[src/rtl/prio_irq_ctrl.sv]
module prio_irq_ctrl #(
  parameter int NSRC = 18,
  parameter int NGRP = 6,
  parameter int NLVL = 4,
  localparam int LW = $clog2(NLVL),
  localparam int VW = $clog2(NSRC)
) (
  input  logic            clk,
  input  logic            rst_n,
  input  logic [NSRC-1:0] irq_i,
  input  logic            cfg_we,
  input  logic [1:0]      cfg_addr,
  input  logic [NSRC-1:0] cfg_wdata,
  input  logic            ack_i,
  input  logic            reti_i,
  input  logic            sleep_i,
  output logic            req_o,
  output logic [VW-1:0]   vec_o,
  output logic            wake_o
);

  logic [NSRC-1:0]    irq_q, pend, en, elig, rise;
  logic               gie;
  logic [LW*NGRP-1:0] prio;
  logic [NLVL-1:0]    insvc, pop_mask, push_mask;
  logic               found, have_svc;
  logic [LW-1:0]      best_lvl, cur_lvl;
  logic [VW-1:0]      best_idx;

  assign elig = pend & en & {NSRC{gie}};
  assign rise = irq_i & ~irq_q;

  always_comb begin
    found    = 1'b0;
    best_lvl = '0;
    best_idx = '0;
    for (int i = 0; i < NSRC; i++) begin
      if (elig[i] && (!found || prio[(i % NGRP)*LW +: LW] > best_lvl)) begin
        found    = 1'b1;
        best_lvl = prio[(i % NGRP)*LW +: LW];
        best_idx = VW'(i);
      end
    end
  end

  always_comb begin
    have_svc = 1'b0;
    cur_lvl  = '0;
    for (int l = 0; l < NLVL; l++) begin
      if (insvc[l]) begin
        have_svc = 1'b1;
        cur_lvl  = LW'(l);
      end
    end
  end

  assign req_o  = found && (!have_svc || best_lvl > cur_lvl);
  assign vec_o  = best_idx;
  assign wake_o = sleep_i && (|elig);

  assign pop_mask  = (reti_i && have_svc) ? (NLVL'(1) << cur_lvl) : '0;
  assign push_mask = (ack_i && req_o) ? (NLVL'(1) << best_lvl) : '0;

  always_ff @(posedge clk or negedge rst_n) begin
    if (!rst_n) begin
      irq_q <= '0;
      pend  <= '0;
      en    <= '0;
      gie   <= 1'b0;
      prio  <= '0;
      insvc <= '0;
    end else begin
      irq_q <= irq_i;
      insvc <= (insvc & ~pop_mask) | push_mask;
      for (int i = 0; i < NSRC; i++) begin
        if (rise[i])
          pend[i] <= 1'b1;
        else if (ack_i && req_o && best_idx == VW'(i))
          pend[i] <= 1'b0;
      end
      if (cfg_we) begin
        case (cfg_addr)
          2'd0:    en   <= cfg_wdata;
          2'd1:    gie  <= cfg_wdata[0];
          2'd2:    prio <= cfg_wdata[LW*NGRP-1:0];
          default: ;
        endcase
      end
    end
  end

  a_r1_quiet_after_reset: assert property (@(posedge clk) disable iff (!rst_n)
    $rose(rst_n) |-> !req_o && !wake_o);

  a_r4_ack_clears: assert property (@(posedge clk) disable iff (!rst_n)
    (ack_i && req_o && !rise[vec_o]) |=> !pend[$past(vec_o)]);

  a_r5_gie_gates: assert property (@(posedge clk) disable iff (!rst_n)
    !gie |-> !req_o && !wake_o);

  a_r6_full_stack_blocks: assert property (@(posedge clk) disable iff (!rst_n)
    insvc[NLVL-1] |-> !req_o);

  a_r8_wake_needs_sleep: assert property (@(posedge clk) disable iff (!rst_n)
    wake_o |-> sleep_i);

  a_r10_vec_in_range: assert property (@(posedge clk) disable iff (!rst_n)
    req_o |-> vec_o < VW'(NSRC));

endmodule

[config.mk]
export PLATFORM = sky130hd
export DESIGN_NAME = prio_irq_ctrl
export DESIGN_NICKNAME = d
export VERILOG_FILES = /design/src/rtl/prio_irq_ctrl.sv
export SDC_FILE = /design/constraint.sdc
export NUM_CORES = 1
export LEC_CHECK = 0
export BUFFER_PORTS_ARGS = -buffer_cell sky130_fd_sc_hd__buf_4
export CELL_PAD_IN_SITES_DETAIL_PLACEMENT = 0
export CELL_PAD_IN_SITES_GLOBAL_PLACEMENT = 1
export CORE_MARGIN = 2
export CORE_UTILIZATION = 43
export CTS_CLUSTER_SIZE = 24
export DETAILED_ROUTE_END_ITERATION = 8
export PLACE_DENSITY_LB_ADDON = 0.1
export SETUP_SLACK_MARGIN = 0.3
export SYNTH_ARGS = -nofsm -noshare
export SYNTH_HDL_FRONTEND = slang
export SYNTH_SLANG_ARGS = --single-unit
[constraint.sdc]
create_clock -name clk -period 55.3 [get_ports clk]
set_input_delay 5.53 -clock clk [delete_from_list [all_inputs] [get_ports clk]]
set_output_delay 5.53 -clock clk [all_outputs]
set_load 0.005 [all_outputs]
# After elaboration in Yosys (flattened, before gate mapping)
# Cells that the tools add are included.
# word_totals
regBits	71
latchBits	0
ram_bits	0
rom_bits	0
in_bits	44
out_inout_bits	7
wordCells	266
n_memories	0
# classes
add_sub_neg	0
n_mul	0
div	0
n_lt_le_gt_ge	18
eq_ne	19
shift	2
mux	98
bitwise	7
n_reduce_logical	99
# ops
cell	n
$mux W5	16
$mux W1	60
$and A18 B18 Y18	3
$eq A5 B4 Y1 const B	8
$mux W2	20
$logic_and A1 B1 Y1	39
$gt A2 B2 Y1	18
$reduce_bool A2 Y1	18
$eq A5 B3 Y1 const B	4
$logic_not A1 Y1	18
$logic_or A1 B1 Y1	18
$not A18 Y18	1
$reduce_or A18 Y1	1
$eq A5 B2 Y1 const B	2
$eq A5 B5 Y1 const B	2
$mux W4	2
$shl A1 B2 Y4 const A	2
$reduce_and A2 Y1	3
$eq A5 B1 Y1 const B	1
$logic_not A5 Y1	1
$and A4 B4 Y4	1
$not A4 Y4	1
$or A4 B4 Y4	1
$eq A2 B1 Y1 const B	1
other kinds (2)	2

# Depth between registers and ports, before layout
# Gate-level depths: netlist of run 1.
# logic_depth
word_depth	78
ltp_mapped	131
mapped_depth_nobuf	130

# Worst setup path after synthesis of run 1
# OpenSTA, ideal clock, no wires.
# synth_timing
kind	register to output
startpoint	register prio[1]
endpoint	output port req_o
arrival_time_ns	20.444
required_time_ns	49.770
setup_slack_ns	29.326
stages_incl_launch_ff	118
path_buffers	2
cell_sequence	dfrtp_1 clkbuf_1 nand2_1 ha_1 nor2b_1 o21ai_0 o211ai_1 and2_1 ha_1 nor2b_1 a2bb2oi_1 o2111ai_1 a31o_2 ha_1 nor2b_1 a2bb2oi_1 o2111a_2 o21ba_2 (+82 left out) a21oi_1 ha_1 nand2_1 o21ai_0 a21o_1 and2_1 a221oi_4 ha_1 a21oi_1 a31oi_1 or2_2 clkbuf_1 a21oi_1 inv_1 ha_1 a21oi_1 a21oi_1 o22a_1
# synth_via
elab_chain_len	72
elab_cells_between_ends	105
cone_classes	18 x order compare; 35 x mux; 52 x reduce/logical
# synth_lines
element	line	text
start, declared	24	logic [LW*NGRP-1:0] prio;
start signal, assigned	85	2'd2: prio <= cfg_wdata[LW*NGRP-1:0];
$mux W2	38	if (elig[i] && (!found || prio[(i % NGRP)*LW +: LW] > best_lvl)) begin
$gt A2 B2 Y1	38	
$logic_or A1 B1 Y1	38	
$logic_and A1 B1 Y1	38	
$mux W2 or $mux W1 (tied branches)	38	
$gt A2 B2 Y1 or $logic_not A1 Y1 (tied branches)	38	
$logic_or A1 B1 Y1	38	
$logic_and A1 B1 Y1	38	
(+56 left out)	-	
$mux W2 or $mux W1 (tied branches)	38	
$gt A2 B2 Y1 or $logic_not A1 Y1 (tied branches)	38	
$logic_or A1 B1 Y1	38	
$logic_and A1 B1 Y1	38	
$mux W2	38	
$gt A2 B2 Y1	57	assign req_o = found && (!have_svc || best_lvl > cur_lvl);
$logic_or A1 B1 Y1	57	
$logic_and A1 B1 Y1 (*)	57	
end, declared	17	output logic req_o,
# Every way passes the cells marked *; elsewhere a longest branch is shown, timed or not.

# Worst setup path after layout of run 1
# layout_timing
startpoint	register pend[0]
endpoint	output port req_o
# layout_via
elab_chain_len	74
elab_cells_between_ends	109
cone_classes	18 x order compare; 36 x mux; 2 x bitwise; 53 x reduce/logical
# layout_lines
element	line	text
start, declared	22	logic [NSRC-1:0] irq_q, pend, en, elig, rise;
start signal, assigned	67	pend <= '0;
start signal, assigned by index	77	pend[i] <= 1'b1;
start signal, assigned by index	79	pend[i] <= 1'b0;
$and A18 B18 Y18 (*) (2 in a row)	30	assign elig = pend & en & {NSRC{gie}};
$mux W2 or $mux W1 (tied branches)	38	
$gt A2 B2 Y1 or $logic_not A1 Y1 (tied branches)	38	
$logic_or A1 B1 Y1	38	
$logic_and A1 B1 Y1	38	
$mux W2 or $mux W1 (tied branches)	38	
$gt A2 B2 Y1 or $logic_not A1 Y1 (tied branches)	38	
$logic_or A1 B1 Y1	38	
(+57 left out)	-	
$mux W2 or $mux W1 (tied branches)	38	
$gt A2 B2 Y1 or $logic_not A1 Y1 (tied branches)	38	
$logic_or A1 B1 Y1	38	
$logic_and A1 B1 Y1	38	
$mux W2	38	
$gt A2 B2 Y1	57	
$logic_or A1 B1 Y1	57	
$logic_and A1 B1 Y1 (*)	57	
# Marked as above.

==> out/metrics.yaml, run 1 <==
global_route:
  grt_max_degree: 72
  grt_overflow_total: 0
  antenna_found_initial: 0
  gr-usage-all-layers: 0.236
  first_global_vias: 4013
  grt_pass1_wl_mm: 20.9
pwr:
  power_uw: 352
  power.density_nw_per_um2: 65.6
  leakage_uw: 0.00239
  p_sw_frac: 0.501
  p_sw_uw: 176
  p_int_uw: 175
  seqPwrFrac: 0.213
  clockPowerShare: 0.107
  ir_drop_v: 0.0000689
  pwr-share-comb: 0.681
clocking:
  cts_resized: 0
  cts_hold_buf: 0
  cts_tree: "done"
  cts.reportedPaths.clkPinSlew_ns: 0.08
  cts_buffer_depth: 2
  clk_latency_ns: 0.35
  clock-sinks: 71
  post-cts-setup-buffers: 0
  cts_root_buffer: "clkbuf_8"
  cts_buffers: 9
  htreeDepth: 3
place:
  numPortBuffers: 50
  gp_congestion: 0.933
  placedInstanceArea_um2: 5190
  hpwl_mm: 10.0
min_path:
  hold_path.class: "reg2reg"
sta:
  hold_viol_final: 0
  rsz0062_at_grt: "no"
  slew_headroom: 0.308
  setup_tns_ns: 0
  skew_ns: 0.00834
  fin_crit_sh: 0.536
  period_needed_ns: 29.63
  fmax_mhz: 33.7
  slew_viol_final: 0
  tightest_slew_ns: 1.04
  setup_viol: 0
detailed_routing:
  drt-met1-wl_mm: 6.11
  drc: 0
  drt_iter0_drc: 280
  highest_layer: "met4"
  wl_met2_mm: 5.60
  via_per_inst: 5.79
  wl_mm: 12.7
  vias: 4097
  postRouteAntennaNets: 0
  wl_per_cell_um: 18.0
  wl_met3_um: 798
  drt-pass1-iter-count: 6
yosys:
  seq_area_frac_synth: 0.381
  synth_cell_types: 71
  yosysWarnings: 0
  synth_most_common_cell: "dfrtp_1"
  ys.flop_type: "dfrtp_1"
  synth_top_area_cell: "dfrtp_1"
  synth_cells: 512
  synth_top_area_share: 0.381
  synth_nets: 582
  synth_edf_count: 0
  ys_async_sr_fraction: 1.00
  synthTopCellsByArea: "dfrtp_1, mux2_2, ha_1"
  synth_area_per_cell_um2: 9.11
  yosys-top-cells-count: "dfrtp_1, nor2_1, nand2_1, inv_1, o21ai_0"
  ys_seq_elements: 71
  synth_area_um2: 4670
critical_path:
  cp-start-kind: "flip-flop"
  critPathMaxStageDelay_ns: 0.52
  cpLargestDelayFamily: "compound AO/OA/AOI/OAI gates"
  crit_type: "reg2out"
  path_buf_inv: 7
  worst_setup_path_end_kind: "output pin"
  worst_ep_required_time_ns: 49.77
  cp_max_fo: 9
  crit_slowest_cell: "o31ai_1"
  critPathArrivalTime_ns: 24.10
job:
  max-cap-violations: 0
floorplan:
  start_util: 0.436
  die_h_um: 108
  dieArea_um2: 11700
  core_um2: 10700
  fp.dieW_um: 108
  rows: 38
  io_pins: 51
finish:
  area_growth_syn_to_layout_pct: 14.9
  fillCellCount: 1028
  fin_area_um2: 5360
  fin_util: 0.501
  final_layout_size_suffix_gt1_frac: 0.218
  n_antenna_cell: 0
  nets: 633
outcome:
  outcome: "complete, no violations"
[stage by stage]
step / std cells / hold WS, ns / worst slack (ns)
floorplan: 512 / 0.392 / 29.33
global route: 708 / 0.429 / 23.47
CTS: 708 / 0.415 / 25.89
global placement: 692 / 0.395 / 26.58
finish: 708 / 0.407 / 25.67
detailed placement: 692 / 0.402 / 26.42
[power by group through the flow]
| stage | logic (µW) | registers (µW) | clock network [µW] |
|---|---|---|---|
| after floorplan | 173 | 70.0 | 0 |
| after global placement | 235 | 75.4 | 0 |
| after detailed placement | 236 | 75.8 | 0 |
| after CTS | 238 | 74.7 | 38.7 |
| after global routing | 272 | 76.6 | 40.7 |
| final | 239 | 74.8 | 37.5 |
[sequential cells by signal, summed over array words and instances, names as in the netlist]
register  flops
irq_q        18
pend         18
insvc         4
prio         12
en           18
gie           1
[kinds of logic after synthesis]
family                     Yosys count  synth area share
muxes                               34            0.0813
buffers and inverters               53            0.0437
DFF                                 71             0.381
and+or+nand+nor                    171             0.180
AOI/OAI and AO/OA                  157             0.245
adders and majority gates           26            0.0697
[cell usage in the layout, fill, tap and decap left out, types with 20 or more instances in the layout]
cell type	Yosys	layout
buf_4	1	52
dfrtp_1	71	71
inv_1	41	41
nand3_1	20	20
nand2_1	45	45
a21oi_1	27	27
nor2_1	47	47
ha_1	26	26
mux2_2	31	31
o21ai_0	34	34
[layer usage]
metal / global-route usage / vias to the layer above
met5: 0 / -
met4: 0.0723 / 0
met3: 0.0609 / 15
met2: 0.358 / 123
met1: 0.332 / 1959
li1: - / 2000
[worst paths after layout]
kind / from / to / cells past startpoint / slack, ns
max in group asynchronous: rst_n / en[3]$_DFFE_PN0P_ / 1 / 49.41
setup / recovery: pend[0]$_DFFE_PN0P_ / req_o / 118 / 25.67
min in group asynchronous: rst_n / irq_q[13]$_DFF_PN0_ / 1 / 5.31
hold reg to reg: irq_q[8]$_DFF_PN0_ / pend[8]$_DFFE_PN0P_ / 1 / 0.41
setup reg to reg: pend[0]$_DFFE_PN0P_ / pend[9]$_DFFE_PN0P_ / 122 / 30.55
hold / removal: irq_q[8]$_DFF_PN0_ / pend[8]$_DFFE_PN0P_ / 1 / 0.41
[cell type report]
class                   instances  area [µm²]  area share
clock buffers                  10         128      0.0238
flip-flops and latches         71        1780       0.332
inverters                      41         154      0.0287
well taps                     140         175      0.0327
repair buffers                 52         390      0.0728
clock inverters                 6        45.0     0.00841
multi-input cells             388        2690       0.502
No activity file was read; power rests on OpenSTA's default activity.
==> run 2, diff against run 1 <==
--- a/config.mk
+++ b/config.mk
@@ -9,7 +9,7 @@
 export CELL_PAD_IN_SITES_DETAIL_PLACEMENT = 0
 export CELL_PAD_IN_SITES_GLOBAL_PLACEMENT = 1
 export CORE_MARGIN = 2
-export CORE_UTILIZATION = 43
+export CORE_UTILIZATION = 41
 export CTS_CLUSTER_SIZE = 24
 export DETAILED_ROUTE_END_ITERATION = 8
 export PLACE_DENSITY_LB_ADDON = 0.1
==> constraint.sdc (replaced) <==
create_clock -name clk -period 25.3 [get_ports clk]
set_input_delay 2.53 -clock clk [delete_from_list [all_inputs] [get_ports clk]]
set_output_delay 2.53 -clock clk [all_outputs]
set_load 0.005 [all_outputs]
==> out/metrics.yaml, run 2 (synthesis results as in run 1) <==
global_route:
  grt_pass1_wl_mm: 21.7  # +3.8%
  grt_max_degree: 72  # unchanged
  antenna_found_initial: 0  # unchanged
  gr-usage-all-layers: 0.224  # -0.0123
  first_global_vias: 4147  # +3.3%
  grt_overflow_total: 0  # unchanged
clocking:
  htreeDepth: 3  # unchanged
  cts_tree: "done"
  clock-sinks: 71  # unchanged
  clk_latency_ns: 0.34  # about the same
  cts.reportedPaths.clkPinSlew_ns: 0.06  # -0.02 ns
  cts_root_buffer: "clkbuf_16"
  cts_buffers: 9  # unchanged
  cts_buffer_depth: 2  # unchanged
sta:
  fmax_mhz: 41.4
  setup_viol: 0  # unchanged
  slew_headroom: 0.336  # +0.0279
  tightest_slew_ns: 0.995  # -0.0419 ns
  period_needed_ns: 24.16
  setup_ws_ns: 1.14  # -24.53 ns
  slew_viol_final: 0  # unchanged
  hold_viol_final: 0  # unchanged
  fin_crit_sh: 0.955
  skew_ns: 0.00922  # +0.000888 ns
critical_path:
  cp-start-kind: "flip-flop"
  worst_ep_required_time_ns: 22.77  # -27.00 ns
  crit_type: "reg2out"
  critPathMaxStageDelay_ns: 0.44  # -0.08 ns
  cpMostUsedCell: "nor2_1"
  crit_slowest_cell: "dfrtp_2"
  worst_setup_path_end_kind: "output pin"
  cp_max_fo: 6  # -3
  critPathArrivalTime_ns: 21.63  # -2.47 ns
finish:
  nets: 684  # +8.1%
  top_regs: "en: 18 flops, irq_q: 18 flops, pend: 18 flops"
  n_antenna_cell: 0  # unchanged
  final_common_cell: "buf_4"
  final_cells: 759  # +7.2%
  area_growth_syn_to_layout_pct: 36.0
  mostFrequentLayoutCells: "buf_4, dfrtp_1, nand2_1"
  fin_area_um2: 6340  # +18%
  final_layout_size_suffix_gt1_frac: 0.404  # +0.186
floorplan:
  die_h_um: 111  # +2.3%
  start_util: 0.425  # -0.0113
  dieArea_um2: 12200  # +4.7%
  fp.dieW_um: 111  # +2.3%
  core_um2: 11000  # +2.7%
  rows: 38  # unchanged
  io_pins: 51  # unchanged
job:
  max-cap-violations: 0  # unchanged
place:
  hpwl_mm: 10.4  # +4.1%
  placedInstanceArea_um2: 5270  # +1.6%
  gp_congestion: 0.871  # -6.6%
  pre_cts_ws_ns: -0.0434  # -26.47 ns
  numPortBuffers: 50  # unchanged
  placedCellCount: 703  # +1.6%
detailed_routing:
  drc: 0  # unchanged
  wl_per_cell_um: 18.5  # +3.2%
  wl_mm: 14.1  # +11%
  vias: 4352  # +6.2%
  drt-pass1-iter-count: 5  # -1
  postRouteAntennaNets: 0  # unchanged
  via_per_inst: 5.73  # -0.91%
  drt_iter0_drc: 283  # +1.1%
pwr:
  power.density_nw_per_um2: 165  # +150%
  leakage_uw: 0.00279  # +17%
  ir_drop_v: 0.000130  # +89%
  power_uw: 1050  # +200%
outcome:
  outcome: "complete, no violations"
min_path:
  hold_path.class: "reg2reg"
-- run 2: where the power goes --
part / internal [µW] / switching [µW]
sequential: 137 / 26.0
combinational: 352 / 394
clock: 89.5 / 50.4
total: 578 / 470
-- run 2: through the flow --
step                setup TNS (ns)  utilization  hold slack [ns]
floorplan                        0            -            0.392
global placement                 0        0.480            0.396
finish                           0        0.578            0.406
global route               -0.0789        0.578            0.423
detailed placement         -0.0434        0.480            0.402
CTS                              0        0.518            0.410
-- run 2: timing repair --
action / in CTS / in global routing
hold endpoints to repair: 0 / 0
hold buffers: 0 / 0
pin swaps: 4 / 64
setup buffers: 5 / 35
endpoints found under the setup margin: 6 / 21
gates resized for setup: 12 / 86
-- run 2: metal layers --
| metal | up-vias | GRT usage | routed length, µm |
|---|---|---|---|
| li1 | 2110 | - | - |
| met1 | 2103 | 0.324 | 6640 |
| met2 | 127 | 0.349 | 6510 |
| met3 | 12 | 0.0410 | 778 |
| met4 | 0 | 0.0533 | 142 |
| met5 | - | 0 | 0 |
-- run 2: path summary, 6_finish.rpt --
path,to,slack [ns],cells past startpoint,from
min,pend[8]$_DFFE_PN0P_,0.41,1,irq_q[8]$_DFF_PN0_
max,req_o,1.14,126,pend[0]$_DFFE_PN0P_
max in group asynchronous,pend[0]$_DFFE_PN0P_,22.33,1,rst_n
min reg2reg,pend[8]$_DFFE_PN0P_,0.41,1,irq_q[8]$_DFF_PN0_
min in group asynchronous,irq_q[12]$_DFF_PN0_,2.32,1,rst_n
max reg2reg,pend[11]$_DFFE_PN0P_,2.79,132,pend[0]$_DFFE_PN0P_
-- run 2: cell type report --
class | instances | area, µm²
Tap cell | 140 | 175
Clock inverter | 6 | 91.3
Timing Repair Buffer | 103 | 785
Sequential cell | 71 | 1780
Fill cell | 975 | 4640
Clock buffer | 10 | 239
Multi-Input combinational cell | 388 | 3120
Inverter | 41 | 154
-- run 2: critical path: cells and delay by family (launching register included) --
family | cells | cell delay [ns]
muxes | 2 | 0.47
and+or+nand+nor | 39 | 5.24
DFF | 1 | 0.44
AOI/OAI and AO/OA | 55 | 9.34
buffers and inverters | 12 | 1.17
adders and majority gates | 18 | 4.58
==> run 3, diff against run 2 <==
--- a/config.mk
+++ b/config.mk
@@ -9,7 +9,8 @@
 export CELL_PAD_IN_SITES_DETAIL_PLACEMENT = 0
 export CELL_PAD_IN_SITES_GLOBAL_PLACEMENT = 1
 export CORE_MARGIN = 2
-export CORE_UTILIZATION = 41
+export CORE_UTILIZATION = 42
+export CTS_BUF_LIST = sky130_fd_sc_hd__clkbuf_4 sky130_fd_sc_hd__clkbuf_8
 export CTS_CLUSTER_SIZE = 24
 export DETAILED_ROUTE_END_ITERATION = 8
 export PLACE_DENSITY_LB_ADDON = 0.1
==> out/metrics.yaml, run 3 (synthesis results as in run 1) <==
place:
  numPortBuffers: 50  # unchanged
  gp_congestion: 0.980  # +13%
  hpwl_mm: 10.4  # +0.15%
floorplan:
  fp.dieW_um: 109  # -1.2%
  dieArea_um2: 12000  # -2.3%
  die_h_um: 109  # -1.2%
  rows: 38  # unchanged
  io_pins: 51  # unchanged
  start_util: 0.430  # +0.00559
  core_um2: 10800  # -1.3%
clocking:
  cts_buffer_depth: 2  # unchanged
  htreeDepth: 3  # unchanged
  cts.reportedPaths.clkPinSlew_ns: 0.08  # +0.02 ns
  cts_root_buffer: "clkbuf_8"
  clk_latency_ns: 0.36  # +0.02 ns
  cts_buffers: 9  # unchanged
  clock-sinks: 71  # unchanged
  cts_hold_buf: 0  # unchanged
  cts_tree: "done"
pwr:
  leakage_uw: 0.00272  # -2.5%
  ir_drop_v: 0.000132  # +1.6%
  power.density_nw_per_um2: 158  # -4.5%
job:
  max-cap-violations: 0  # unchanged
finish:
  nets: 681  # -0.44%
  fillCellCount: 958  # -1.7%
  area_growth_syn_to_layout_pct: 31.7
  top_regs: "en: 18 flops, irq_q: 18 flops, pend: 18 flops"
  final_common_cell: "buf_4"
  mostFrequentLayoutCells: "buf_4, dfrtp_1, nand2_1"
  final_layout_size_suffix_gt1_frac: 0.385  # -0.0191
  n_antenna_cell: 0  # unchanged
outcome:
  outcome: "complete, no violations"
critical_path:
  cp-start-kind: "flip-flop"
  cp_max_fo: 6  # unchanged
  crit_type: "reg2out"
  reg2reg_from: "pend[0]$_DFFE_PN0P_"
  crit_slowest_cell: "dfrtp_1"
  critPathArrivalTime_ns: 21.58  # -0.05 ns
  worst_setup_path_end_kind: "output pin"
  worst_ep_required_time_ns: 22.77  # about the same
  crit_start: "pend[0]$_DFFE_PN0P_"
  r2r_cells: 126  # -4.5%
  critPathMaxStageDelay_ns: 0.45  # about the same
  cpMostUsedCell: "ha_1"
  r2r_slack_ns: 2.89  # +0.10 ns
  r2r-end: "pend[11]$_DFFE_PN0P_"
detailed_routing:
  wl_per_cell_um: 19.3  # +4.1%
  drt_iter0_drc: 268  # -5.3%
  wl_mm: 14.6  # +3.7%
  via_per_inst: 5.85  # +2.1%
  postRouteAntennaNets: 0  # unchanged
  drt-pass1-iter-count: 5  # unchanged
  drc: 0  # unchanged
  vias: 4424  # +1.7%
min_path:
  hold_path.class: "reg2reg"
  hold_end: "pend[12]$_DFFE_PN0P_"
  min_from: "irq_q[12]$_DFF_PN0_"
  holdPathStages: 1  # unchanged
sta:
  slew_viol_final: 0  # unchanged
  setup_tns_ns: 0  # unchanged
  fin_crit_sh: 0.953  # -0.00175
  fmax_mhz: 41.5  # +0.18%
  setup_viol: 0  # unchanged
  tightest_slew_ns: 0.915  # -0.0805 ns
  hold_viol_final: 0  # unchanged
  slew_headroom: 0.390  # +0.0537
  period_needed_ns: 24.11  # -0.0443 ns
  hold-worst-slack_ns: 0.408  # +0.00177 ns
  skew_ns: 0.0107  # +0.00146 ns
  rsz0062_at_grt: "no"
global_route:
  antenna_found_initial: 0  # unchanged
  gr-usage-all-layers: 0.246  # +0.0223
  grt_pass1_wl_mm: 22.0  # +1.1%
  grt_overflow_total: 0  # unchanged
  grt_max_degree: 72  # unchanged
  first_global_vias: 4109  # -0.92%
[run 3: changes by cell type in the layout (fill, tap and decap cells not counted), sizes merged]
cell,change
clkinv,-1
bufinv,-1
clkinvlp,+1
buf,-3
inv,+2
clkbuf,-1
[run 3: cell type report]
type                       instances  area (µm²)  share of cell area
clock inverter                     7        77.6              0.0126
inverter                          41         154              0.0250
multi-input combinational        388        3080               0.502
clock buffer                       9         124              0.0202
tap                              140         175              0.0285
sequential                        71        1780               0.289
timing repair buffer             100         754               0.123
[run 3: how the worst max path moves through the flow]
| stage | end | slack [ns] | cells after the start |
|---|---|---|---|
| global placement | req_o | 0.54 | 119 |
| finish | req_o | 1.19 | 120 |
| floorplan | req_o | 2.33 | 117 |
| detailed placement | req_o | 0.24 | 120 |
| global route | req_o | 0.08 | 124 |
| CTS | req_o | 0.32 | 123 |
[run 3: power by group]
group          switching, µW  internal (µW)
Clock                   51.0           46.6
Sequential              26.5            137
Combinational            387            323
Total                    464            506
[run 3: routing by layer]
layer | vias to the layer above | track usage | part of all wire
met5 | - | 0 | 0
met3 | 31 | 0.0533 | 0.057
li1 | 2096 | - | -
met4 | 0 | 0.0877 | 0.020
met2 | 163 | 0.381 | 0.47
met1 | 2134 | 0.339 | 0.46
[run 3: per-stage QoR]
step / setup slack, ns / std cells / power, µW / instance area, µm² / util
finish: 1.19 / 756 / 970 / 6140 / 0.567
detailed placement: 0.241 / 705 / 711 / 5280 / 0.487
global placement: 0.542 / 705 / 706 / 5280 / 0.487
CTS: 0.323 / 723 / 827 / 5550 / 0.512
floorplan: 2.33 / 512 / 532 / 4670 / -
global route: 0.0761 / 756 / 1040 / 6140 / 0.567
[run 3: what timing repair did]
action,4_1_cts,5_1_grt
buffers inserted,2,33
pin swaps,2,66
resized for setup,9,77
setup endpoints to repair,4,26
[run 3: worst max-delay path: cells and delay by family, from the launching register on]
kind                     cells  cell delay, ns
AND/OR/NAND/NOR             39            5.93
flip-flops                   1            0.45
buffers and inverters        8            0.76
multiplexers                 2            0.43
AO/OA/AOI/OAI               53            8.90
adder cells (fa/ha/maj)     18            4.79
